File: config.mk
export PLATFORM = sky130hd
export DESIGN_NAME = winwdt
export DESIGN_NICKNAME = d
export VERILOG_FILES = /design/src/rtl/winwdt_pkg.sv /design/src/rtl/winwdt_prescaler.sv /design/src/rtl/winwdt_counter.sv /design/src/rtl/winwdt_regs.sv /design/src/rtl/winwdt.sv
export SDC_FILE = /design/constraint.sdc
export NUM_CORES = 1
export LEC_CHECK = 0
export BUFFER_PORTS_ARGS = -buffer_cell sky130_fd_sc_hd__buf_4
export CAP_MARGIN = 40
export CELL_PAD_IN_SITES_DETAIL_PLACEMENT = 2
export CELL_PAD_IN_SITES_GLOBAL_PLACEMENT = 2
export CORE_AREA = 5 5 105 107
export CTS_BUF_LIST = sky130_fd_sc_hd__clkbuf_4 sky130_fd_sc_hd__clkbuf_8 sky130_fd_sc_hd__clkbuf_16
export DETAILED_ROUTE_END_ITERATION = 8
export DIE_AREA = 0 0 110 112
export PLACE_DENSITY = 0.85
export REMOVE_ABC_BUFFERS = 1
export SLEW_MARGIN = 30
export SYNTH_ARGS = -nofsm -noshare
export SYNTH_HDL_FRONTEND = slang
export SYNTH_HIERARCHICAL = 1
export SYNTH_SLANG_ARGS = --single-unit
File: constraint.sdc
create_clock -name clk -period 4.2 [get_ports clk]
set_input_delay 0.42 -clock clk [delete_from_list [all_inputs] [get_ports clk]]
set_output_delay 0.42 -clock clk [all_outputs]
set_load 0.01 [all_outputs]
File: src/rtl/winwdt_pkg.sv
package winwdt_pkg;

  // control word decoding
  localparam int          KEY_HI      = 31;
  localparam int          KEY_LO      = 24;
  localparam logic [7:0]  RESTART_KEY = 8'hA5;
  localparam int          GO_BIT      = 0;

  // mode word flag positions (fields occupy the low 2*CNT_W bits)
  localparam int MB_IRQ  = 24;
  localparam int MB_RST  = 25;
  localparam int MB_IDLE = 26;
  localparam int MB_DBG  = 27;
  localparam int MB_DIS  = 31;

  typedef enum logic [1:0] {
    A_CTRL = 2'd0,
    A_MODE = 2'd1,
    A_STAT = 2'd2,
    A_CNT  = 2'd3
  } addr_e;

  typedef struct packed {
    logic dis;
    logic dbg_halt;
    logic idle_halt;
    logic rst_en;
    logic irq_en;
  } mode_flags_t;

  // timeout in seconds to reload value
  function automatic int unsigned secs_to_ticks(int unsigned secs, int unsigned tps);
    return (secs == 0) ? 0 : secs * tps - 1;
  endfunction

  function automatic logic restart_cmd(logic [7:0] key, logic go);
    return (key == RESTART_KEY) && go;
  endfunction

  function automatic logic outside_window(logic [15:0] cnt, logic [15:0] win);
    return cnt > win;
  endfunction

endpackage

File: src/rtl/winwdt_prescaler.sv
module winwdt_prescaler #(
  parameter int PRESCALE = 128
) (
  input  logic clk,
  input  logic rst_n,
  input  logic run,
  input  logic clear,
  output logic tick
);

  localparam int PW = (PRESCALE > 1) ? $clog2(PRESCALE) : 1;

  generate
    if (PRESCALE <= 1) begin : g_direct
      assign tick = run;
    end else begin : g_div
      logic [PW-1:0] div_q;
      assign tick = run && (div_q == PW'(PRESCALE - 1));
      always_ff @(posedge clk or negedge rst_n) begin
        if (!rst_n)      div_q <= '0;
        else if (clear)  div_q <= '0;
        else if (run)    div_q <= tick ? '0 : div_q + 1'b1;
      end
    end
  endgenerate

endmodule

File: src/rtl/winwdt_counter.sv
module winwdt_counter
  import winwdt_pkg::*;
#(
  parameter int           CNT_W   = 12,
  parameter logic [CNT_W-1:0] DEF_VAL = '1
) (
  input  logic             clk,
  input  logic             rst_n,
  input  logic             tick,
  input  logic             load,
  input  logic [CNT_W-1:0] load_val,
  input  logic [CNT_W-1:0] reload,
  input  logic [CNT_W-1:0] win,
  input  logic             enabled,
  input  logic             key_restart,
  output logic [CNT_W-1:0] cnt,
  output logic             uf_evt,
  output logic             win_evt
);

  logic [CNT_W-1:0] cnt_q;
  logic             at_zero;

  assign at_zero = (cnt_q == '0);
  assign uf_evt  = tick && at_zero && !load;
  assign win_evt = key_restart && enabled &&
                   outside_window(16'(cnt_q), 16'(win));
  assign cnt     = cnt_q;

  always_ff @(posedge clk or negedge rst_n) begin
    if (!rst_n)     cnt_q <= DEF_VAL;
    else if (load)  cnt_q <= load_val;
    else if (tick)  cnt_q <= at_zero ? reload : cnt_q - 1'b1;
  end

endmodule

File: src/rtl/winwdt_regs.sv
module winwdt_regs
  import winwdt_pkg::*;
#(
  parameter int           CNT_W    = 12,
  parameter int           LOCK_CYC = 3,
  parameter logic [CNT_W-1:0] DEF_VAL = '1
) (
  input  logic             clk,
  input  logic             rst_n,
  input  logic             bus_sel,
  input  logic             bus_wr,
  input  logic [1:0]       bus_addr,
  input  logic [31:0]      bus_wdata,
  output logic [31:0]      bus_rdata,
  input  logic [CNT_W-1:0] cnt,
  input  logic             uf_evt,
  input  logic             win_evt,
  output logic [CNT_W-1:0] reload,
  output logic [CNT_W-1:0] win,
  output mode_flags_t      flags,
  output logic             key_restart,
  output logic             mode_load,
  output logic             load_any,
  output logic [CNT_W-1:0] load_val,
  output logic             wr_blocked,
  output logic             stat_rd,
  output logic             st_uf,
  output logic             st_win,
  output logic             irq_o,
  output logic             rst_req_o
);

  localparam int LW = (LOCK_CYC < 1) ? 1 : $clog2(LOCK_CYC + 1);

  logic [LW-1:0]    lock_q;
  logic             locked;
  logic             wr_ctrl, wr_mode, fields_upd;
  logic [CNT_W-1:0] reload_q, win_q;
  mode_flags_t      flags_q;
  logic             st_uf_q, st_win_q, rst_req_q;
  logic [31:0]      mode_rd;
  logic             unused_wdata;

  assign unused_wdata = &{1'b0, bus_wdata[30:28]};

  assign locked      = (lock_q != '0);
  assign wr_ctrl     = bus_sel && bus_wr  && (bus_addr == A_CTRL);
  assign wr_mode     = bus_sel && bus_wr  && (bus_addr == A_MODE);
  assign stat_rd     = bus_sel && !bus_wr && (bus_addr == A_STAT);
  assign key_restart = wr_ctrl && !locked &&
                       restart_cmd(bus_wdata[KEY_HI:KEY_LO], bus_wdata[GO_BIT]);
  assign mode_load   = wr_mode && !locked;
  assign load_any    = key_restart || mode_load;
  assign wr_blocked  = (wr_ctrl || wr_mode) && locked;
  assign fields_upd  = mode_load && !bus_wdata[MB_DIS];
  assign load_val    = fields_upd ? bus_wdata[CNT_W-1:0] : reload_q;

  // restart lockout
  always_ff @(posedge clk or negedge rst_n) begin
    if (!rst_n)        lock_q <= '0;
    else if (load_any) lock_q <= LW'(LOCK_CYC);
    else if (locked)   lock_q <= lock_q - 1'b1;
  end

  // mode register
  always_ff @(posedge clk or negedge rst_n) begin
    if (!rst_n) begin
      reload_q <= DEF_VAL;
      win_q    <= DEF_VAL;
      flags_q  <= '{dis: 1'b1, default: 1'b0};
    end else if (mode_load) begin
      flags_q.dis       <= bus_wdata[MB_DIS];
      flags_q.dbg_halt  <= bus_wdata[MB_DBG];
      flags_q.idle_halt <= bus_wdata[MB_IDLE];
      flags_q.rst_en    <= bus_wdata[MB_RST];
      flags_q.irq_en    <= bus_wdata[MB_IRQ];
      if (fields_upd) begin
        reload_q <= bus_wdata[CNT_W-1:0];
        win_q    <= bus_wdata[2*CNT_W-1:CNT_W];
      end
    end
  end

  // sticky status, fault actions
  always_ff @(posedge clk or negedge rst_n) begin
    if (!rst_n) begin
      st_uf_q   <= 1'b0;
      st_win_q  <= 1'b0;
      rst_req_q <= 1'b0;
    end else begin
      st_uf_q   <= uf_evt  || (st_uf_q  && !stat_rd);
      st_win_q  <= win_evt || (st_win_q && !stat_rd);
      rst_req_q <= (uf_evt || win_evt) && flags_q.rst_en;
    end
  end

  always_comb begin
    mode_rd                   = '0;
    mode_rd[CNT_W-1:0]        = reload_q;
    mode_rd[2*CNT_W-1:CNT_W]  = win_q;
    mode_rd[MB_IRQ]           = flags_q.irq_en;
    mode_rd[MB_RST]           = flags_q.rst_en;
    mode_rd[MB_IDLE]          = flags_q.idle_halt;
    mode_rd[MB_DBG]           = flags_q.dbg_halt;
    mode_rd[MB_DIS]           = flags_q.dis;
  end

  always_comb begin
    bus_rdata = '0;
    if (bus_sel && !bus_wr) begin
      case (bus_addr)
        A_MODE:  bus_rdata = mode_rd;
        A_STAT:  bus_rdata = {30'd0, st_win_q, st_uf_q};
        A_CNT:   bus_rdata = 32'(cnt);
        default: bus_rdata = '0;
      endcase
    end
  end

  assign reload    = reload_q;
  assign win       = win_q;
  assign flags     = flags_q;
  assign st_uf     = st_uf_q;
  assign st_win    = st_win_q;
  assign irq_o     = flags_q.irq_en && (st_uf_q || st_win_q);
  assign rst_req_o = rst_req_q;

endmodule

File: src/rtl/winwdt.sv
module winwdt
  import winwdt_pkg::*;
#(
  parameter int CNT_W         = 12,
  parameter int PRESCALE      = 128,
  parameter int LOCK_CYC      = 3,
  parameter int TICKS_PER_SEC = 256,
  parameter int DEF_SECS      = 16
) (
  input  logic        clk,
  input  logic        rst_n,
  input  logic        bus_sel,
  input  logic        bus_wr,
  input  logic [1:0]  bus_addr,
  input  logic [31:0] bus_wdata,
  output logic [31:0] bus_rdata,
  input  logic        idle_i,
  input  logic        dbg_i,
  output logic        irq_o,
  output logic        rst_req_o
);

  localparam logic [CNT_W-1:0] DEF_VAL = CNT_W'(secs_to_ticks(DEF_SECS, TICKS_PER_SEC));

  logic [CNT_W-1:0] reload_w, win_w, load_val_w, cnt_w;
  mode_flags_t      flags_w;
  logic             key_restart_w, mode_load_w, load_w, wr_blocked;
  logic             stat_rd_w, st_uf, st_win;
  logic             uf_evt, win_evt, tick_w, run_w, halted_w, enabled_w;
  logic             wr_dis_bit;

  assign enabled_w  = !flags_w.dis;
  assign halted_w   = (flags_w.idle_halt && idle_i) || (flags_w.dbg_halt && dbg_i);
  assign run_w      = enabled_w && !halted_w;
  assign wr_dis_bit = bus_wdata[MB_DIS];

  winwdt_regs #(
    .CNT_W(CNT_W), .LOCK_CYC(LOCK_CYC), .DEF_VAL(DEF_VAL)
  ) regs_i (
    .clk(clk), .rst_n(rst_n),
    .bus_sel(bus_sel), .bus_wr(bus_wr), .bus_addr(bus_addr),
    .bus_wdata(bus_wdata), .bus_rdata(bus_rdata),
    .cnt(cnt_w), .uf_evt(uf_evt), .win_evt(win_evt),
    .reload(reload_w), .win(win_w), .flags(flags_w),
    .key_restart(key_restart_w), .mode_load(mode_load_w), .load_any(load_w),
    .load_val(load_val_w), .wr_blocked(wr_blocked), .stat_rd(stat_rd_w),
    .st_uf(st_uf), .st_win(st_win), .irq_o(irq_o), .rst_req_o(rst_req_o)
  );

  winwdt_prescaler #(.PRESCALE(PRESCALE)) pre_i (
    .clk(clk), .rst_n(rst_n), .run(run_w), .clear(load_w), .tick(tick_w)
  );

  winwdt_counter #(.CNT_W(CNT_W), .DEF_VAL(DEF_VAL)) cnt_i (
    .clk(clk), .rst_n(rst_n), .tick(tick_w), .load(load_w),
    .load_val(load_val_w), .reload(reload_w), .win(win_w),
    .enabled(enabled_w), .key_restart(key_restart_w),
    .cnt(cnt_w), .uf_evt(uf_evt), .win_evt(win_evt)
  );

endmodule

# Word level (Yosys, flattened, before mapping)
# Cells that the tools add are included.
# classes
add_sub_neg	3
n_mul	0
div_mod_pow	0
n_lt_le_gt_ge	1
n_eq_ne	5
shifts	0
n_mux	11
bitwise_logic	0
n_reduce_logical	42
# op_table
cell	count
32-bit one-hot mux with 3 select lines	1
12-bit 2-to-1 mux	4
32-bit 2-to-1 mux	1
1-bit logical AND	22
7-bit 2-to-1 mux	3
12-bit greater-than comparator	1
12-bit zero test	1
12-bit by 1-bit subtractor with 12-bit output (second input constant)	1
8-bit equality test (second input constant)	1
2-bit nonzero test	4
7-bit by 1-bit adder with 7-bit output (second input constant)	1
7-bit equality test (second input constant)	1
1-bit zero test	7
1-bit logical OR	6
2-bit equality test (second input constant)	2
2-bit 2-to-1 mux	2
2-bit by 1-bit equality test with 1-bit output (second input constant)	1
2-bit zero test	1
2-bit AND reduction	1
2-bit by 1-bit subtractor with 2-bit output (second input constant)	1
# totals
ff_bits	53
latch_bits	0
mem_bits_rw	0
romBits	0
in_bits	40
out_inout_bits	34
wordCells	75
mem_count	0

# Longest topological paths before layout
# Gate-level depths: netlist of the first run.
# depth
depth_word	9
mapped_depth	11
ltp_nobuf	9

# Modules after synthesis
# Netlist of the first run, hierarchy kept.
# by_module_without_submodules
mod	n_inst	cells_each	area_per_inst_um2	seq_area_each_um2
winwdt_regs	1	161	2026.9	882.1
winwdt_counter	1	158	1288.7	315.3
winwdt_prescaler	1	38	355.3	175.2
winwdt	1	2	18.8	0.0

# Worst setup path before layout of the first run
# Ideal clock, no wire load.
# synth_timing
path_kind	register -> register
startpoint	reg regs_i.lock_q[0]
endpoint	reg regs_i.rst_req_q (netlist: regs_i/rst_req_o)
setup_time_ns	0.119
t_arrival_ns	2.192
required_ns	4.081
slack_ns	1.889
stages_incl_launch_ff	12
path_buffers	2
period_less_slack_ns	2.311
path_cell_list	dfrtp_1 inv_1 ha_1 and3_1 nand2_1 nand2_1 clkbuf_1 inv_1 nand2_1 clkbuf_1 nor2_1 o21a_1
# synth_between
elab_chain_len	9
elab_cells_between_ends	12
classes_between	12 x reduce/logical
# synth_lines
element	line	source
start, declared	winwdt_regs.sv:35	logic [LW-1:0] lock_q;
start signal, assigned	winwdt_regs.sv:61	else if (load_any) lock_q <= LW'(LOCK_CYC);
start signal, assigned	winwdt_regs.sv:62	else if (locked) lock_q <= lock_q - 1'b1;
2-bit nonzero test *	winwdt_regs.sv:46	assign locked = (lock_q != '0);
1-bit zero test *	winwdt_regs.sv:50, winwdt_regs.sv:52	
1-bit logical AND (2 in a row)	winwdt_regs.sv:50	assign key_restart = wr_ctrl && !locked &&
1-bit logical OR *	winwdt_regs.sv:53	assign load_any = key_restart || mode_load;
named net load_w	winwdt.sv:27	logic key_restart_w, mode_load_w, load_w, wr_blocked;
1-bit zero test *	winwdt_counter.sv:25	assign uf_evt = tick && at_zero && !load;
1-bit logical AND *	winwdt_counter.sv:25	
named net uf_evt	winwdt.sv:29	logic uf_evt, win_evt, tick_w, run_w, halted_w, enabled_w;
1-bit logical OR *	winwdt_regs.sv:93	rst_req_q <= (uf_evt || win_evt) && flags_q.rst_en;
1-bit logical AND *	winwdt_regs.sv:93	
end signal, assigned	winwdt_regs.sv:93	
end, declared	winwdt_regs.sv:40	logic st_uf_q, st_win_q, rst_req_q;
# Mark *: on every way through the listed nets, which the timed path passes. The rest lies on a longest branch.
# A chain may end at the register's enable or synchronous reset.

# Worst setup path after layout of the first run
# Ends and elaborated chain as after synthesis.

==> impl_metrics.env, run 1 <==
export IMPL_status="finished, final reports clean"
export IMPL_drv_cap=0
export IMPL_comb_power_share_pct=42.5
export IMPL_drtIter0Drc=123
export IMPL_grt_pass1_wl_um=18300
export IMPL_postCtsResizedCells=0
export IMPL_crit_path_end="regs_i/rst_req_o"
export IMPL_p_clk_share_pct=16.0
export IMPL_startpoint="regs_i/lock_q[0]"
export IMPL_cp_max_fo=32
export IMPL_die_h_um=112
export IMPL_r2r_setup_slack_ps=1500
export IMPL_min_delay_path_class="in2async"
export IMPL_die_area_um2=12300
export IMPL_dr_total_vias=3012
export IMPL_power_mw=2.70
export IMPL_finClkSkew_ps=19.7
export IMPL_grt_antenna_before_repair=0
export IMPL_critPathArrivalTime_ps=2930
export IMPL_route_detailed_drc=0
export IMPL_drv_slew=0
export IMPL_num_rows=37
export IMPL_worst_pin_slew_ps=710
export IMPL_overflow=0
export IMPL_crit_path_end_kind="register"
export IMPL_htree_levels=2
export IMPL_rsz0062_at_grt="false"
export IMPL_p_leak_nw=2.09
export IMPL_cts_tree="yes"
export IMPL_clk_path_buf_depth=2
export IMPL_drive_above_1_share_pct=41.6
export IMPL_die_width_um=110
export IMPL_routed_wl_um=11400
export IMPL_critical_path_class="reg2reg"
export IMPL_rr_worst_depth=10
export IMPL_grt_pass1_vias=3417
export IMPL_fin_crit_ps=2700
export IMPL_fmax_mhz=370
export IMPL_seq_power_share_pct=41.5
export IMPL_cts_buffers=5
export IMPL_intPower_mw=1.67
export IMPL_postCtsSetupBuffers=0
export IMPL_finalCritPeriodShare_pct=64.3
export IMPL_root_buffer="clkbuf_8"
export IMPL_syn2layout_area_growth_pct=20.2
export IMPL_setup_viol=0
export IMPL_wire_per_inst_um=20.5
export IMPL_dr_pass1_iters=4
export IMPL_slew_headroom_pct=52.2
export IMPL_peakVddDrop_mv=0.239
export IMPL_ioPinCount=74
export IMPL_r2r_start="regs_i/lock_q[0]"
export IMPL_swShare_pct=38.1
export IMPL_power_switching_mw=1.03
export IMPL_port_buffers=70
export IMPL_clk_latency_ps=330
export IMPL_start_util_pct=36.6
export IMPL_synth_avg_cell_area_um2=10.3
export IMPL_fin_setup_tns_ps=0
export IMPL_fill_cells=1093
export IMPL_nets=473
export IMPL_core_region_area_um2=10000
export IMPL_synthesis_area_um2=3670
export IMPL_dpl_hpwl_um=8200
export IMPL_vias_per_cell=5.44
export IMPL_reg2reg_to="regs_i/rst_req_o"
export IMPL_yosys_warnings=6
export IMPL_cp_start_kind="register"
export IMPL_postCtsHoldBufs=0
export IMPL_grt_max_degree=54
export IMPL_power_density_nw_per_um2=611
export IMPL_ant_nets=0
export IMPL_diodes=0
export IMPL_cts_sinks=53
export IMPL_grtUsageTotal_pct=18.6
export IMPL_required_ps=4430
export IMPL_gp_congestion=0.788
export IMPL_clk_pin_slew_ps=120
export IMPL_synthCells=355
export IMPL_hold_violations=0
==> per-layer routing <==
layer	up-vias	part of all wire (%)	routed length [um]	GRT usage [%]
li1	1406	-	-	-
met1	1529	43	4930	23.7
met2	67	52	5940	33.0
met3	10	3.3	376	2.55
met4	0	1.0	114	3.74
met5	-	0	0	0
==> sequential cells by signal (all words and copies together), names as in the netlist <==
register,cells
regs_i/st_win,1
cnt_i/cnt,12
regs_i/rst_req_o,1
regs_i/flags,5
regs_i/lock_q,2
regs_i/st_uf,1
regs_i/win,12
pre_i/g_div.div_q,7
regs_i/reload,12
==> area by class of cell <==
type | count | area [um2] | area share, %
repair buffers | 75 | 563 | 12.8
flip-flops and latches | 53 | 1370 | 31.1
inverters | 18 | 67.6 | 1.53
clock buffers | 5 | 68.8 | 1.56
multi-input cells | 264 | 2100 | 47.7
well taps | 136 | 170 | 3.85
clock inverters | 3 | 68.8 | 1.56
==> power groups by stage <==
stage / clock, mW / combinational (mW) / sequential (mW)
global placement: 0 / 1.03 / 1.11
floorplan: 0 / 0.836 / 1.01
CTS: 0.445 / 1.16 / 1.12
finish: 0.432 / 1.15 / 1.12
global route: 0.463 / 1.28 / 1.16
detailed placement: 0 / 1.13 / 1.13
==> layout by cell type, fill, tap and decap left out, drive strengths merged, types with 9 or more instances in the layout <==
cell   count
nor2      31
nor3b     12
dfstp     37
mux2      44
dfrtp     16
mux2i     13
nand2     16
nor3       9
ha        16
a21oi     19
and3      19
buf       75
inv       19
==> metrics by stage <==
step,util (%),instances,hold slack (ps),area (um2),worst slack [ps]
after detailed placement,42.6,546,512,4280,1380
final,44.0,554,139,4420,1500
after global routing,44.0,554,190,4420,1260
after global placement,42.6,546,503,4280,1570
after floorplan,-,335,124,3540,1030
after CTS,44.0,554,167,4420,1480
==> critical path, stage by stage (launching register included) <==
cell and delay (ps):
dfrtp_1 410, inv_1 70, ha_1 220, and3_1 220
nand2_1 230, nand2_1 150, buf_4 330, inv_1 150
nand2_1 430, nor2_1 140, o21a_1 210
==> worst min path at each step <==
stage,start,to,cells after the start,slack [ps]
after global placement,regs_i/st_win,regs_i/st_win,1,500
after floorplan,rst_n,pre_i/g_div.div_q[0],0,120
final,rst_n,pre_i/g_div.div_q[6],1,140
after detailed placement,regs_i/st_win,regs_i/st_win,1,510
after CTS,rst_n,pre_i/g_div.div_q[1],1,170
after global routing,rst_n,pre_i/g_div.div_q[6],1,190
Power figures use the tool's default switching activity.
==> run 2: changes to the inputs <==
Settings changed: CORE_AREA 5 5 105 107 to 5 5 109 111, DIE_AREA 0 0 110 112 to 0 0 114 116, PLACE_DENSITY 0.85 to 0.79.
Clock period 4.2 ns to 2.5 ns, I/O delays scaled along.
==> impl_metrics.env, run 2 (same netlist as run 1, synthesis figures left out) <==
export IMPL_status="complete, but fails checks"
export IMPL_violations="negative hold slack"
export IMPL_intPower_mw=2.77
export IMPL_wire_per_inst_um=19.2
export IMPL_grt_pass1_vias=3421
export IMPL_cts_buffers=5
export IMPL_drv_slew=0
export IMPL_cts_sinks=53
export IMPL_die_width_um=114
export IMPL_rsz0062_at_grt="false"
export IMPL_postCtsHoldBufs=0
export IMPL_diodes=0
export IMPL_clk_latency_ps=310
export IMPL_core_region_area_um2=10700
export IMPL_dpl_worst_slack_ps=107
export IMPL_ioPinCount=74
export IMPL_required_ps=2700
export IMPL_route_detailed_drc=0
export IMPL_clk_pin_slew_ps=100
export IMPL_cp_start_kind="register"
export IMPL_critPathArrivalTime_ps=2540
export IMPL_drtIter0Drc=81
export IMPL_grt_antenna_before_repair=0
export IMPL_r2r_start="cnt_i/cnt[1]"
export IMPL_slew_headroom_pct=53.4
export IMPL_grt_pass1_wl_um=17700
export IMPL_dp_cells=557
export IMPL_finalCritPeriodShare_pct=93.6
export IMPL_swShare_pct=37.1
export IMPL_finClkSkew_ps=8.43
export IMPL_cp_max_fo=5
export IMPL_setup_ws_ps=159
export IMPL_die_area_um2=13200
export IMPL_critical_path_class="reg2reg"
export IMPL_fmax_mhz=427
export IMPL_port_buffers=70
export IMPL_root_buffer="clkbuf_8"
export IMPL_power_density_nw_per_um2=983
export IMPL_nets=481
export IMPL_num_rows=38
export IMPL_cts_tree="yes"
export IMPL_drive_above_1_share_pct=43.0
export IMPL_worst_pin_slew_ps=699
export IMPL_min_delay_path_class="in2async"
export IMPL_ant_nets=0
export IMPL_final_cells=566
export IMPL_htree_levels=2
export IMPL_power_mw=4.41
export IMPL_grtUsageTotal_pct=16.7
export IMPL_peakVddDrop_mv=0.351
export IMPL_syn2layout_area_growth_pct=22.1
export IMPL_hold_violations=9
export IMPL_overflow=0
export IMPL_p_clk_share_pct=14.5
export IMPL_layout_commonest_cell="buf_4"
export IMPL_dr_pass1_iters=4
export IMPL_routed_wl_um=10800
export IMPL_start_util_pct=34.3
export IMPL_die_h_um=116
export IMPL_path_common_cell="buf_4"
export IMPL_startpoint="cnt_i/cnt[1]"
export IMPL_critPathMaxStageDelay_ps=470
export IMPL_slowest_stage="or4b_1"
export IMPL_seq_power_share_pct=42.2
export IMPL_fin_crit_ps=2340
export IMPL_fill_cells=1184
export IMPL_dpl_hpwl_um=8030
export IMPL_drv_cap=0
export IMPL_path_cells="inv_1 > ha_1 > or4b_1 > buf_4 > nor4_4 > buf_4 > a21boi_0 > o311ai_1"
export IMPL_comb_power_share_pct=43.3
export IMPL_dr_total_vias=3053
export IMPL_hold_slack_ps=-23.6
export IMPL_p_leak_nw=2.13
export IMPL_final_cell_mix="82 x buf_4, 37 x dfstp_2, 31 x nor2_1"
export IMPL_power_switching_mw=1.64
export IMPL_crit_path_end_kind="register"
export IMPL_clk_path_buf_depth=2
export IMPL_gp_congestion=0.763
export IMPL_vias_per_cell=5.39
export IMPL_grt_max_degree=54
export IMPL_setup_viol=0
==> run 2: cell types whose count changed in the layout (fill, tap and decap cells not counted) <==
cell,delta
inv_6,-1
clkbuf_4,+1
nor4_4,+1
nor4_2,-1
buf_4,+7
bufinv_16,-1
clkbuf_8,+1
inv_2,+1
buf_12,+1
inv_1,-1
==> run 2: final cells by class <==
cell class                 instances  area (um2)  area share [%]
multi-input combinational        264        2110            47.1
sequential                        53        1370            30.6
timing repair buffer              83         636            14.2
tap                              140         175            3.91
clock buffer                       7        90.1            2.01
inverter                          18        67.6            1.51
clock inverter                     1        30.0           0.670
==> run 2: final timing paths <==
kind,slack [ps],cells past startpoint,end
setup / recovery,160,8,cnt_i/cnt[0]
hold / removal,-20,1,pre_i/g_div.div_q[3]
setup reg to reg,160,8,cnt_i/cnt[0]
hold reg to reg,540,1,regs_i/st_uf
max in group asynchronous,2060,1,regs_i/flags[0]
min in group clk,160,2,regs_i/win[4]
==> run 2: power by group through the flow <==
stage / registers [mW] / logic [mW] / clock network, mW
6_report: 1.86 / 1.91 / 0.637
5_1_grt: 1.93 / 2.14 / 0.701
4_1_cts: 1.86 / 1.95 / 0.661
3_5_place_dp: 1.87 / 1.91 / 0
3_3_place_gp: 1.84 / 1.78 / 0
2_1_floorplan: 1.69 / 1.41 / 0
==> run 2: timing repair <==
| action | CTS | global route |
|---|---|---|
| resized for setup | 0 | 2 |
| setup endpoints to repair | 0 | 1 |
| buffers inserted | 0 | 1 |
==> run 2: critical path: cells and delay by family (launching register included) <==
kind / cells / cell delay (ps)
flip-flops: 1 / 410
buffers and inverters: 3 / 450
AND/OR/NAND/NOR: 2 / 720
AO/OA/AOI/OAI: 2 / 460
adder cells (fa/ha/maj): 1 / 180
==> run 2: through the flow <==
stage	area, um2	util [%]	hold WS [ps]	TNS, ps
2_1_floorplan	3540	-	-45.6	-13160
3_3_place_gp	4350	40.6	341	0
3_5_place_dp	4350	40.6	352	0
4_1_cts	4470	41.8	0.454	0
5_1_grt	4480	41.9	26.1	0
6_report	4480	41.9	-23.6	0
==> run 2: per-layer routing <==
| metal | global-route usage (%) | wire, um | vias to the layer above |
|---|---|---|---|
| met5 | 0 | 0 | - |
| met4 | 2.85 | 71 | 0 |
| met3 | 2.40 | 394 | 6 |
| met2 | 31.3 | 5670 | 56 |
| met1 | 20.5 | 4710 | 1580 |
| li1 | - | - | 1411 |
==> run 3: changes to the inputs <==
Settings changed: CTS_BUF_LIST sky130_fd_sc_hd__clkbuf_4 sky130_fd_sc_hd__clkbuf_8 sky130_fd_sc_hd__clkbuf_16 to default, SETUP_SLACK_MARGIN from default to 0.3.
==> impl_metrics.env, run 3 (same netlist as run 1, synthesis figures left out) <==
export IMPL_cp_start_kind="register"
export IMPL_htree_levels=2
export IMPL_dr_total_vias=3068
export IMPL_dpl_hpwl_um=8030
export IMPL_place_area_um2=4350
export IMPL_dp_cells=557
export IMPL_ant_nets=0
export IMPL_route_detailed_drc=0
export IMPL_fin_crit_ps=2210
export IMPL_clk_latency_ps=310
export IMPL_port_buffers=70
export IMPL_fill_cells=1171
export IMPL_dr_pass1_iters=4
export IMPL_layout_commonest_cell="buf_4"
export IMPL_final_cell_mix="85 x buf_4, 36 x dfstp_2, 31 x nor2_1"
export IMPL_drv_cap=0
export IMPL_drive_above_1_share_pct=45.8
export IMPL_regArea_um2=1380
export IMPL_ioPinCount=74
export IMPL_required_ps=2730
export IMPL_vias_per_cell=5.36
export IMPL_start_util_pct=34.3
export IMPL_critical_path_class="reg2reg"
export IMPL_wire_per_inst_um=19.5
export IMPL_clk_pin_slew_ps=100
export IMPL_min_delay_path_class="in2async"
export IMPL_grt_pass1_wl_um=17900
export IMPL_crit_path_end_kind="register"
export IMPL_cts_sinks=53
export IMPL_root_buffer="clkbuf_8"
export IMPL_wl_met2_um=5680
export IMPL_postCtsHoldBufs=0
export IMPL_highest_layer="met4"
export IMPL_num_rows=38
export IMPL_nets=487
export IMPL_wl_met1_um=4870
export IMPL_grtUsageTotal_pct=16.8
export IMPL_grt_antenna_before_repair=0
export IMPL_finClkSkew_ps=7.15
export IMPL_grt_pass1_vias=3440
export IMPL_cts_tree="yes"
export IMPL_power_mw=4.50
export IMPL_fin_setup_tns_ps=0
export IMPL_gp_congestion=0.763
export IMPL_core_region_area_um2=10700
export IMPL_rsz0062_at_grt="true"
export IMPL_fmax_mhz=453
export IMPL_cts_buffers=5
export IMPL_clk_path_buf_depth=2
export IMPL_hold_violations=8
export IMPL_hold_slack_ps=-21.0
export IMPL_worst_pin_slew_ps=714
export IMPL_status="complete, but fails checks"
export IMPL_drtIter0Drc=85
export IMPL_cp_max_fo=13
export IMPL_routed_wl_um=11100
export IMPL_overflow=0
export IMPL_grt_max_degree=54
export IMPL_slew_headroom_pct=52.4
export IMPL_die_width_um=114
export IMPL_finish_instance_area_um2=4580
export IMPL_drv_slew=0
export IMPL_finalCritPeriodShare_pct=88.2
export IMPL_met3_wirelength_um=443
export IMPL_die_area_um2=13200
export IMPL_setup_viol=0
export IMPL_peakVddDrop_mv=0.358
export IMPL_p_leak_nw=2.17
export IMPL_final_cells=572
export IMPL_critPathArrivalTime_ps=2440
export IMPL_die_h_um=116
export IMPL_syn2layout_area_growth_pct=24.8
export IMPL_power_density_nw_per_um2=981
export IMPL_violations="negative hold slack"
export IMPL_diodes=0
export IMPL_multiInputGateArea_um2=2150
run 3: cell count changes in the layout (fill, tap and decap cells not counted), moves of 2 or more:
cell	previous run	this run
nand2_1	16	14
buf_4	82	85
nand2_2	0	2
inv_1	16	14
buf_6	0	2
run 3: area by class of cell:
cell class              count  area share, %
repair buffers             89           15.3
clock inverters             1          0.655
well taps                 140           3.82
flip-flops and latches     53           30.0
clock buffers               7           1.88
multi-input cells         264           46.8
inverters                  18           1.53
run 3: worst paths after layout:
| path | start | depth (start not counted) | slack (ps) | to |
|---|---|---|---|---|
| max in group asynchronous | rst_n | 1 | 2050 | regs_i/flags[3] |
| min | rst_n | 1 | -20 | pre_i/g_div.div_q[3] |
| min reg2reg | regs_i/st_win | 1 | 540 | regs_i/st_win |
| max | cnt_i/cnt[0] | 6 | 290 | cnt_i/cnt[1] |
| max reg2reg | cnt_i/cnt[0] | 6 | 290 | cnt_i/cnt[1] |
| min in group clk | bus_wdata[16] | 2 | 160 | regs_i/win[4] |
run 3: power breakdown:
| part | internal, mW | total, mW | leakage [nW] | switching [mW] |
|---|---|---|---|---|
| clock network | 0.327 | 0.621 | 0.0585 | 0.294 |
| logic | 1.09 | 2.02 | 1.53 | 0.932 |
| registers | 1.41 | 1.85 | 0.582 | 0.446 |
| total | 2.82 | 4.50 | 2.17 | 1.67 |
run 3: critical path, stage by stage (launching register included):
cell and delay (ps):
dfstp_2 410, inv_4 80, ha_2 180, or4b_4 470, or4_4 560, and2_1 220, o31ai_2 220
run 3: layer usage:
| metal | GRT usage [%] | vias up |
|---|---|---|
| li1 | - | 1426 |
| met5 | 0 | - |
| met1 | 20.7 | 1567 |
| met2 | 31.3 | 65 |
| met4 | 3.40 | 0 |
| met3 | 2.45 | 10 |
run 3: repair_timing:
item | in CTS | in global routing
endpoints found under the setup margin | 12 | 13
buffers inserted | 2 | 5
pin swaps | 5 | 4
gates resized for setup | 8 | 12
run 3: metrics by stage:
| stage | utilization [%] | setup WS [ps] |
|---|---|---|
| after floorplan | - | -597 |
| after global placement | 40.6 | 219 |
| after detailed placement | 40.6 | 107 |
| after CTS | 42.1 | 207 |
| after global routing | 42.9 | 255 |
| final | 42.9 | 294 |
